## config.mk

```make
export PLATFORM = sky130hd
export DESIGN_NAME = adc_queue_seq
export DESIGN_NICKNAME = d
export VERILOG_FILES = /design/src/rtl/adc_seq_pkg.sv /design/src/rtl/ccw_table.sv /design/src/rtl/queue_status.sv /design/src/rtl/seq_engine.sv /design/src/rtl/adc_queue_seq.sv
export SDC_FILE = /design/constraint.sdc
export NUM_CORES = 1
export LEC_CHECK = 0
export BUFFER_PORTS_ARGS = -buffer_cell sky130_fd_sc_hd__buf_2
export CAP_MARGIN = 20
export CORE_ASPECT_RATIO = 0.5
export CORE_MARGIN = 2
export CORE_UTILIZATION = 25
export DETAILED_ROUTE_END_ITERATION = 8
export PLACE_DENSITY = 0.41
export SETUP_SLACK_MARGIN = 0.2
export SYNTH_ARGS = -nofsm -noshare
export SYNTH_HDL_FRONTEND = slang
export SYNTH_SLANG_ARGS = --single-unit
```

## constraint.sdc

```tcl
create_clock -name clk -period 6.35 [get_ports clk]
set_input_delay 0.635 -clock clk [delete_from_list [all_inputs] [get_ports clk]]
set_output_delay 0.635 -clock clk [all_outputs]
set_load 0.02 [all_outputs]
```

## src/rtl/adc_seq_pkg.sv

```systemverilog
// Package: shared types and constants for the conversion queue sequencer.
// Assumes two queues sharing one command table.
package adc_seq_pkg;
    localparam int NUM_Q = 2;

    typedef enum logic [1:0] {
        QS_IDLE   = 2'b00,
        QS_ACTIVE = 2'b01,
        QS_PAUSED = 2'b10
    } qstat_e;

    typedef enum logic [1:0] {
        EN_IDLE  = 2'b00,
        EN_FETCH = 2'b01,
        EN_CONV  = 2'b10
    } eng_e;
endpackage

```

## src/rtl/ccw_table.sv

```systemverilog
// Module: command word register file, one write port and one combinational read port.
// Assumes the write index is always in range; contents reset to zero.
module ccw_table #(
    parameter int DEPTH  = 64,
    parameter int WORD_W = 7,
    localparam int AW    = $clog2(DEPTH)
) (
    input  logic              clk,
    input  logic              rst_n,
    input  logic              wr_en,
    input  logic [AW-1:0]     wr_addr,
    input  logic [WORD_W-1:0] wr_data,
    input  logic [AW-1:0]     rd_addr,
    output logic [WORD_W-1:0] rd_data
);
    logic [WORD_W-1:0] mem [DEPTH];

    // Purpose: store written command words, clear on reset.
    always_ff @(posedge clk) begin
        if (!rst_n) begin
            for (int i = 0; i < DEPTH; i++) mem[i] <= '0;
        end else if (wr_en) begin
            mem[wr_addr] <= wr_data;
        end
    end

    // Purpose: present the addressed word to the sequencer.
    always_comb rd_data = mem[rd_addr];
endmodule

```

## src/rtl/queue_status.sv

```systemverilog
// Module: per-queue state register with sticky pause and completion flags.
// Assumes start/park/finish are mutually exclusive and come from the sequencer engine.
module queue_status
    import adc_seq_pkg::*;
(
    input  logic   clk,
    input  logic   rst_n,
    input  logic   start,
    input  logic   park,
    input  logic   finish,
    input  logic   set_pause,
    input  logic   clr_pause,
    input  logic   clr_comp,
    output qstat_e status,
    output logic   pause_flag,
    output logic   comp_flag
);
    // Purpose: track idle / active / paused.
    always_ff @(posedge clk) begin
        if (!rst_n)      status <= QS_IDLE;
        else if (start)  status <= QS_ACTIVE;
        else if (park)   status <= QS_PAUSED;
        else if (finish) status <= QS_IDLE;
    end

    // Purpose: sticky flags; a set event wins over a same-cycle clear.
    always_ff @(posedge clk) begin
        if (!rst_n) begin
            pause_flag <= 1'b0;
            comp_flag  <= 1'b0;
        end else begin
            if (set_pause)      pause_flag <= 1'b1;
            else if (clr_pause) pause_flag <= 1'b0;
            if (finish)         comp_flag  <= 1'b1;
            else if (clr_comp)  comp_flag  <= 1'b0;
        end
    end

    AST_STATUS_LEGAL: assert property (@(posedge clk) disable iff (!rst_n)
        status != 2'b11);
    AST_COMP_STICKY: assert property (@(posedge clk) disable iff (!rst_n)
        comp_flag && !clr_comp |=> comp_flag);
    AST_PAUSE_STICKY: assert property (@(posedge clk) disable iff (!rst_n)
        pause_flag && !clr_pause |=> pause_flag);
    AST_FINISH_IDLE: assert property (@(posedge clk) disable iff (!rst_n)
        finish |=> status == QS_IDLE && comp_flag);
endmodule

```

## src/rtl/seq_engine.sv

```systemverilog
// Module: shared sequencing engine. Arbitrates triggers, walks the table,
// detects end-of-queue conditions and runs the converter handshake.
// Assumes conv_done is only raised while conv_req is high.
module seq_engine
    import adc_seq_pkg::*;
#(
    parameter int DEPTH = 64,
    parameter int CH_W  = 6,
    localparam int AW    = $clog2(DEPTH),
    localparam int PTR_W = AW + 1,
    localparam logic [CH_W-1:0] EOQ_CODE = {CH_W{1'b1}}
) (
    input  logic              clk,
    input  logic              rst_n,
    input  logic [NUM_Q-1:0]  trig,
    input  logic [PTR_W-1:0]  q2_begin,
    input  logic [NUM_Q-1:0]  q_active,
    input  logic [NUM_Q-1:0]  q_paused,
    output logic [AW-1:0]     rd_addr,
    input  logic [CH_W-1:0]   ccw_chan,
    input  logic              ccw_pause,
    output logic              conv_req,
    output logic [CH_W-1:0]   conv_chan,
    input  logic              conv_done,
    output logic [NUM_Q-1:0]  start,
    output logic [NUM_Q-1:0]  park,
    output logic [NUM_Q-1:0]  finish,
    output logic [NUM_Q-1:0]  set_pause
);
    eng_e             state;
    logic             cur_q;
    logic [PTR_W-1:0] ptr;
    logic             pause_hold;
    logic             cur_pause;
    logic [NUM_Q-1:0] pend;
    logic [PTR_W-1:0] resume [NUM_Q];
    logic             sel_q;
    logic             at_eoq;

    // Purpose: choose the queue to start, queue 1 first.
    always_comb sel_q = !pend[0];

    // Purpose: combine all end-of-queue conditions for the current entry.
    always_comb begin
        at_eoq = (ptr >= PTR_W'(DEPTH)) || (ccw_chan == EOQ_CODE)
              || (!cur_q && ptr == q2_begin);
    end

    always_comb rd_addr  = ptr[AW-1:0];
    always_comb conv_req = (state == EN_CONV);

    // Purpose: one-cycle control strobes toward the per-queue status blocks.
    always_comb begin
        start     = '0;
        park      = '0;
        finish    = '0;
        set_pause = '0;
        case (state)
            EN_IDLE:  if (|pend) start[sel_q] = 1'b1;
            EN_FETCH: begin
                if (at_eoq)          finish[cur_q] = 1'b1;
                else if (pause_hold) park[cur_q]   = 1'b1;
            end
            EN_CONV:  if (conv_done && cur_pause) set_pause[cur_q] = 1'b1;
            default: ;
        endcase
    end

    // Purpose: latch triggers of non-active queues until they are started.
    always_ff @(posedge clk) begin
        if (!rst_n) pend <= '0;
        else        pend <= (pend | (trig & ~q_active)) & ~start;
    end

    // Purpose: engine state, pointer and resume points.
    always_ff @(posedge clk) begin
        if (!rst_n) begin
            state      <= EN_IDLE;
            cur_q      <= 1'b0;
            ptr        <= '0;
            pause_hold <= 1'b0;
            cur_pause  <= 1'b0;
            conv_chan  <= '0;
            for (int q = 0; q < NUM_Q; q++) resume[q] <= '0;
        end else begin
            case (state)
                EN_IDLE: if (|pend) begin
                    cur_q      <= sel_q;
                    pause_hold <= 1'b0;
                    state      <= EN_FETCH;
                    if (q_paused[sel_q]) ptr <= resume[sel_q];
                    else                 ptr <= sel_q ? q2_begin : '0;
                end
                EN_FETCH: begin
                    if (at_eoq) begin
                        state      <= EN_IDLE;
                        pause_hold <= 1'b0;
                    end else if (pause_hold) begin
                        resume[cur_q] <= ptr;
                        state         <= EN_IDLE;
                        pause_hold    <= 1'b0;
                    end else begin
                        conv_chan <= ccw_chan;
                        cur_pause <= ccw_pause;
                        state     <= EN_CONV;
                    end
                end
                EN_CONV: if (conv_done) begin
                    pause_hold <= cur_pause;
                    ptr        <= ptr + 1'b1;
                    state      <= EN_FETCH;
                end
                default: state <= EN_IDLE;
            endcase
        end
    end

    AST_REQ_NOT_EOQ: assert property (@(posedge clk) disable iff (!rst_n)
        conv_req |-> conv_chan != EOQ_CODE);
    AST_REQ_HOLD: assert property (@(posedge clk) disable iff (!rst_n)
        conv_req && !conv_done |=> conv_req && $stable(conv_chan));
    AST_SINGLE_ACTIVE: assert property (@(posedge clk) disable iff (!rst_n)
        !(q_active[0] && q_active[1]));
    AST_START_ONEHOT: assert property (@(posedge clk) disable iff (!rst_n)
        $onehot0(start));
    AST_END_DROPS_REQ: assert property (@(posedge clk) disable iff (!rst_n)
        |finish |=> !conv_req);
endmodule

```

## src/rtl/adc_queue_seq.sv

```systemverilog
// Module: top of the two-queue conversion command sequencer.
// Assumes trig bits are single-cycle pulses and conv_done answers conv_req.
module adc_queue_seq
    import adc_seq_pkg::*;
#(
    parameter int DEPTH = 64,
    parameter int CH_W  = 6,
    localparam int AW     = $clog2(DEPTH),
    localparam int PTR_W  = AW + 1,
    localparam int WORD_W = CH_W + 1
) (
    input  logic              clk,
    input  logic              rst_n,
    input  logic              tbl_we,
    input  logic [AW-1:0]     tbl_addr,
    input  logic [WORD_W-1:0] tbl_wdata,
    input  logic [PTR_W-1:0]  q2_begin,
    input  logic [1:0]        trig,
    output logic              conv_req,
    output logic [CH_W-1:0]   conv_chan,
    input  logic              conv_done,
    output logic [1:0]        q1_status,
    output logic [1:0]        q2_status,
    output logic [1:0]        pause_flag,
    output logic [1:0]        comp_flag,
    input  logic [1:0]        clr_pause,
    input  logic [1:0]        clr_comp,
    input  logic [1:0]        pause_irq_en,
    output logic              pause_irq
);
    logic [AW-1:0]     rd_addr;
    logic [WORD_W-1:0] rd_data;
    logic [NUM_Q-1:0]  start, park, finish, set_pause;
    logic [NUM_Q-1:0]  q_active, q_paused;
    qstat_e            qs [NUM_Q];

    ccw_table #(.DEPTH(DEPTH), .WORD_W(WORD_W)) u_table (
        .clk(clk), .rst_n(rst_n), .wr_en(tbl_we), .wr_addr(tbl_addr),
        .wr_data(tbl_wdata), .rd_addr(rd_addr), .rd_data(rd_data)
    );

    seq_engine #(.DEPTH(DEPTH), .CH_W(CH_W)) u_engine (
        .clk(clk), .rst_n(rst_n), .trig(trig), .q2_begin(q2_begin),
        .q_active(q_active), .q_paused(q_paused), .rd_addr(rd_addr),
        .ccw_chan(rd_data[CH_W-1:0]), .ccw_pause(rd_data[CH_W]),
        .conv_req(conv_req), .conv_chan(conv_chan), .conv_done(conv_done),
        .start(start), .park(park), .finish(finish), .set_pause(set_pause)
    );

    for (genvar q = 0; q < NUM_Q; q++) begin : g_queue
        queue_status u_status (
            .clk(clk), .rst_n(rst_n), .start(start[q]), .park(park[q]),
            .finish(finish[q]), .set_pause(set_pause[q]),
            .clr_pause(clr_pause[q]), .clr_comp(clr_comp[q]),
            .status(qs[q]), .pause_flag(pause_flag[q]), .comp_flag(comp_flag[q])
        );
        always_comb q_active[q] = (qs[q] == QS_ACTIVE);
        always_comb q_paused[q] = (qs[q] == QS_PAUSED);
    end

    always_comb q1_status = qs[0];
    always_comb q2_status = qs[1];

    // Purpose: pause interrupt from enabled pause flags.
    always_comb pause_irq = |(pause_flag & pause_irq_en);

    AST_IRQ_NEEDS_FLAG: assert property (@(posedge clk) disable iff (!rst_n)
        pause_irq |-> |pause_flag);
endmodule

```

==> impl_results.md <==
* Status: finished, final reports clean
* # setup viols final at 0
* Synth area leaders: edfxtp_1, and2_1, mux4_2
* CTS clk-pin slew, worst paths at ~0.06 ns
* Pleak at ~8.8 nW
* Fraction of registers with async set/reset at 0
* Total power at a little over 9 mW
* Multiplexer share of the synthesized area at 0.133
* Arrival time at the worst endpoint at 4.84 ns
* Crit. End Element: flop
* Largest net degree at the start of global routing at 76
* Pre-antenna DRT Iters at 5
* Max-slew violation count at 0
* Max FO, Critical Path at 28
* EDFF count, synth at ~460
* Clock latency on the worst-skew pair at a little over 0.6 ns
* Max-Cap Viols at 0
* IR Drop Worst-Case VDD at roughly 0.00017 V
* Warnings from Yosys at 0
* Core area at approximately 91000 sq um
* Pwr dens at between 300 and 400 nW/um^2
* Post-CTS Hold Fix Bufs at 0
* TNS Setup at 0 ns
* Die W at roughly 430 microns
* Hold crit path type: in2reg
* Max Clock Skew at 0.0212 ns
* Clk root buf: clkbuf_16
* Via count at 13300
* Final WL at ~67000 microns
* Adder and majority gate portion of the synthesized area at 0.00108
* Die height at approximately 220 microns
* CP startpoint kind: flop
* Number of vias per cell at around 4.5
* Post-synthesis sequential area ratio at 0.627
* Routed length per instance at 22.9 microns
* Most used flip-flop cell after synthesis: edfxtp_1
* Number of antenna violations at the first check in global routing at 6
* Inserted Clock Buffers at 52
* Int Power at roughly 6.4 mW
* Post-synthesis compound-gate area fraction at 0.0415
* GRT Util Overall at 0.141
* Post-Synth Simple-Gate Area at 0.164
* Hpwl dp at 43300 microns
* # H-tree levels at 2
* Worst Tran Pin Value at ~1.1 ns
* Global-route wire length before repair at slightly below 100000 microns
* Clock Tree Buf Depth at 3
* Initial cell density of the core at 0.254
* Clk sink count at 496
* CTS tree: yes
* XOR/XNOR Fraction of Synth Area at 0.00264
* P_sw at 2.71 mW
* I/O pin count at 48
* Synthesized flop and latch total at 496
* Slew Limit Headroom at 0.284
* Post-CTS Setup Inserts at 0
* Logic pwr share at 0.221
* GPL Wtd Cong at 0.774
* Clk pwr share at 0.329
* Total grt overflow at 0
* RSZ-0062 raised after global routing: false
* Layout cell share with drive strength beyond 1 at 0.187
* Synth area leader: edfxtp_1
* Mapped Cells at approximately 1600
* Sw Share at 0.298
* Area share of the largest cell type after synthesis at 0.598
* Vias in the first global route at about 13000
* Cell Area, Synth at approximately 23000 sq um
* DRT antenna net count at 0
* Worst endpoint required time at 6.80 ns
* Highest Clock Rate at around 230 MHz
* Fin crit share at 0.691
* Total Nets Final at 1695
* Final hold vios at 0
* Sequential share of power at 0.450
* Synth unique cells at 59
* Post-Syn Area per Cell at about 14 sq um
* Row cnt at slightly below 80
* Largest family of logic cells by synthesized area: simple AND/OR/NAND/NOR gates
* Layout Area Growth over Synthesis at 14.4%
* DRC at 0
* Cts repair resizes at 0
* Fin util at 0.291
* Fin crit period at roughly 4.4 ns
* DIE AREA at between 90000 and 100000 sq um
* Iteration-0 DRC Markers at about 1100
* Port Buffer Count at 47
* Critical path class: reg2reg
critical path, stage by stage, from the launching register on:
cell	delay (ns)
dfxtp_4	0.76
buf_4	0.42
mux4_2	0.55
mux4_2	0.50
mux2i_1	0.43
a2111oi_1	0.19
and3_1	0.38
nor4_4	0.65
nor3b_2	0.28
sequential cells by signal (all words and copies together), names as in the netlist, named ones only:
signal and cells:
u_engine.cur_pause 1, u_engine.conv_chan 6, u_engine.pause_hold 1, g_queue.u_status.pause_flag 2
u_table.mem 448, u_engine.ptr 7, g_queue.u_status.comp_flag 2, u_engine.pend 2
u_engine.resume 14, u_engine.state 2, u_engine.cur_q 1, g_queue.u_status.status 4
layout by cell type (no fill, tap or decap), drive strengths merged, types with 3 or more instances in the layout:
master and instances:
nand2b 6, mux2i 20, a21oi 26, and3b 5, clkbuf 67, o211ai 3
inv 11, o21a 3, mux4 127, bufinv 4, buf 116, dfxtp 34
a31oi 9, nand3 16, nor2 90, nand3b 5, a221oi 5, edfxtp 462
nand2 45, xnor2 3, and2 449, nor3 14, a22oi 6, o21ai 82
and3 8, a211oi 5, nor3b 5, clkinv 29, nor2b 7, o221ai 5
xor2 4
synth_stat cells, types with 3 or more instances:
master,count
a22oi_1,6
nand3b_1,5
nand2b_1,6
nand3_1,16
nor3_1,14
a21oi_1,26
nor2b_1,7
buf_6,14
dfxtp_1,34
o21ai_0,81
o211ai_1,3
nor3b_1,3
buf_1,9
and3_1,8
a31oi_1,8
inv_1,11
a211oi_1,5
mux4_1,8
nand2_1,45
a221oi_1,5
buf_2,11
xor2_1,4
buf_4,9
nor2_1,90
edfxtp_1,462
o221ai_1,5
o21a_1,3
and2_1,449
xnor2_1,3
mux2i_1,20
mux4_2,119
clkbuf_1,84
and3b_1,5
worst paths after layout:
path / from / slack [ns] / end / cells after the start
worst max-delay path: flop / 1.96 / u_engine.resume[0][0] / 8
worst max register to register: flop / 1.96 / u_engine.resume[0][0] / 8
worst min-delay path: clr_comp[1] / 0.21 / g_queue[1].u_status.comp_flag / 2
worst min register to register: g_queue[0].u_status.comp_flag / 0.48 / g_queue[0].u_status.comp_flag / 2
through the flow:
step	setup slack [ns]	std cells	instance area (sq um)	hold slack, ns
after global routing	1.79	2941	26500	0.217
after detailed placement	1.71	2834	24900	0.469
final	1.96	2942	26500	0.210
after floorplan	3.00	1614	23200	0.449
after global placement	1.71	2827	24800	0.459
after CTS	1.68	2928	26500	0.167
layer usage:
metal | track usage | up-vias | wire length (microns)
met4 | 0.0343 | 2 | 1310
li1 | - | 6058 | -
met2 | 0.224 | 276 | 30900
met1 | 0.200 | 6892 | 32100
met5 | 0 | - | 11
met3 | 0.0245 | 77 | 3030
power by group through the flow:
stage                     logic [mW]  registers, mW  clock network (mW)
after floorplan                 1.48           3.94                   0
after global placement          2.02           4.17                   0
after detailed placement        2.03           4.16                   0
after CTS                       2.03           4.10                3.06
after global routing            2.15           4.12                3.19
final                           2.01           4.08                2.98
final cells by class:
type	count	area, sq um
multi-input cells	978	7960
clock inverters	32	239
inverters	12	45.0
repair buffers	121	811
flip-flops and latches	496	14600
fillers	9171	64700
clock buffers	62	1360
well taps	1240	1550
diodes	1	2.50
cells by family after synthesis:
family                   count (synthesis)
XOR/XNOR                                 7
AND/OR/NAND/NOR                        660
flip-flops                             496
AO/OA/AOI/OAI                          160
adder cells (fa/ha/maj)                  2
multiplexers                           147
buffers and inverters                  140
other                                    1
Power figures use the tool's default switching activity.
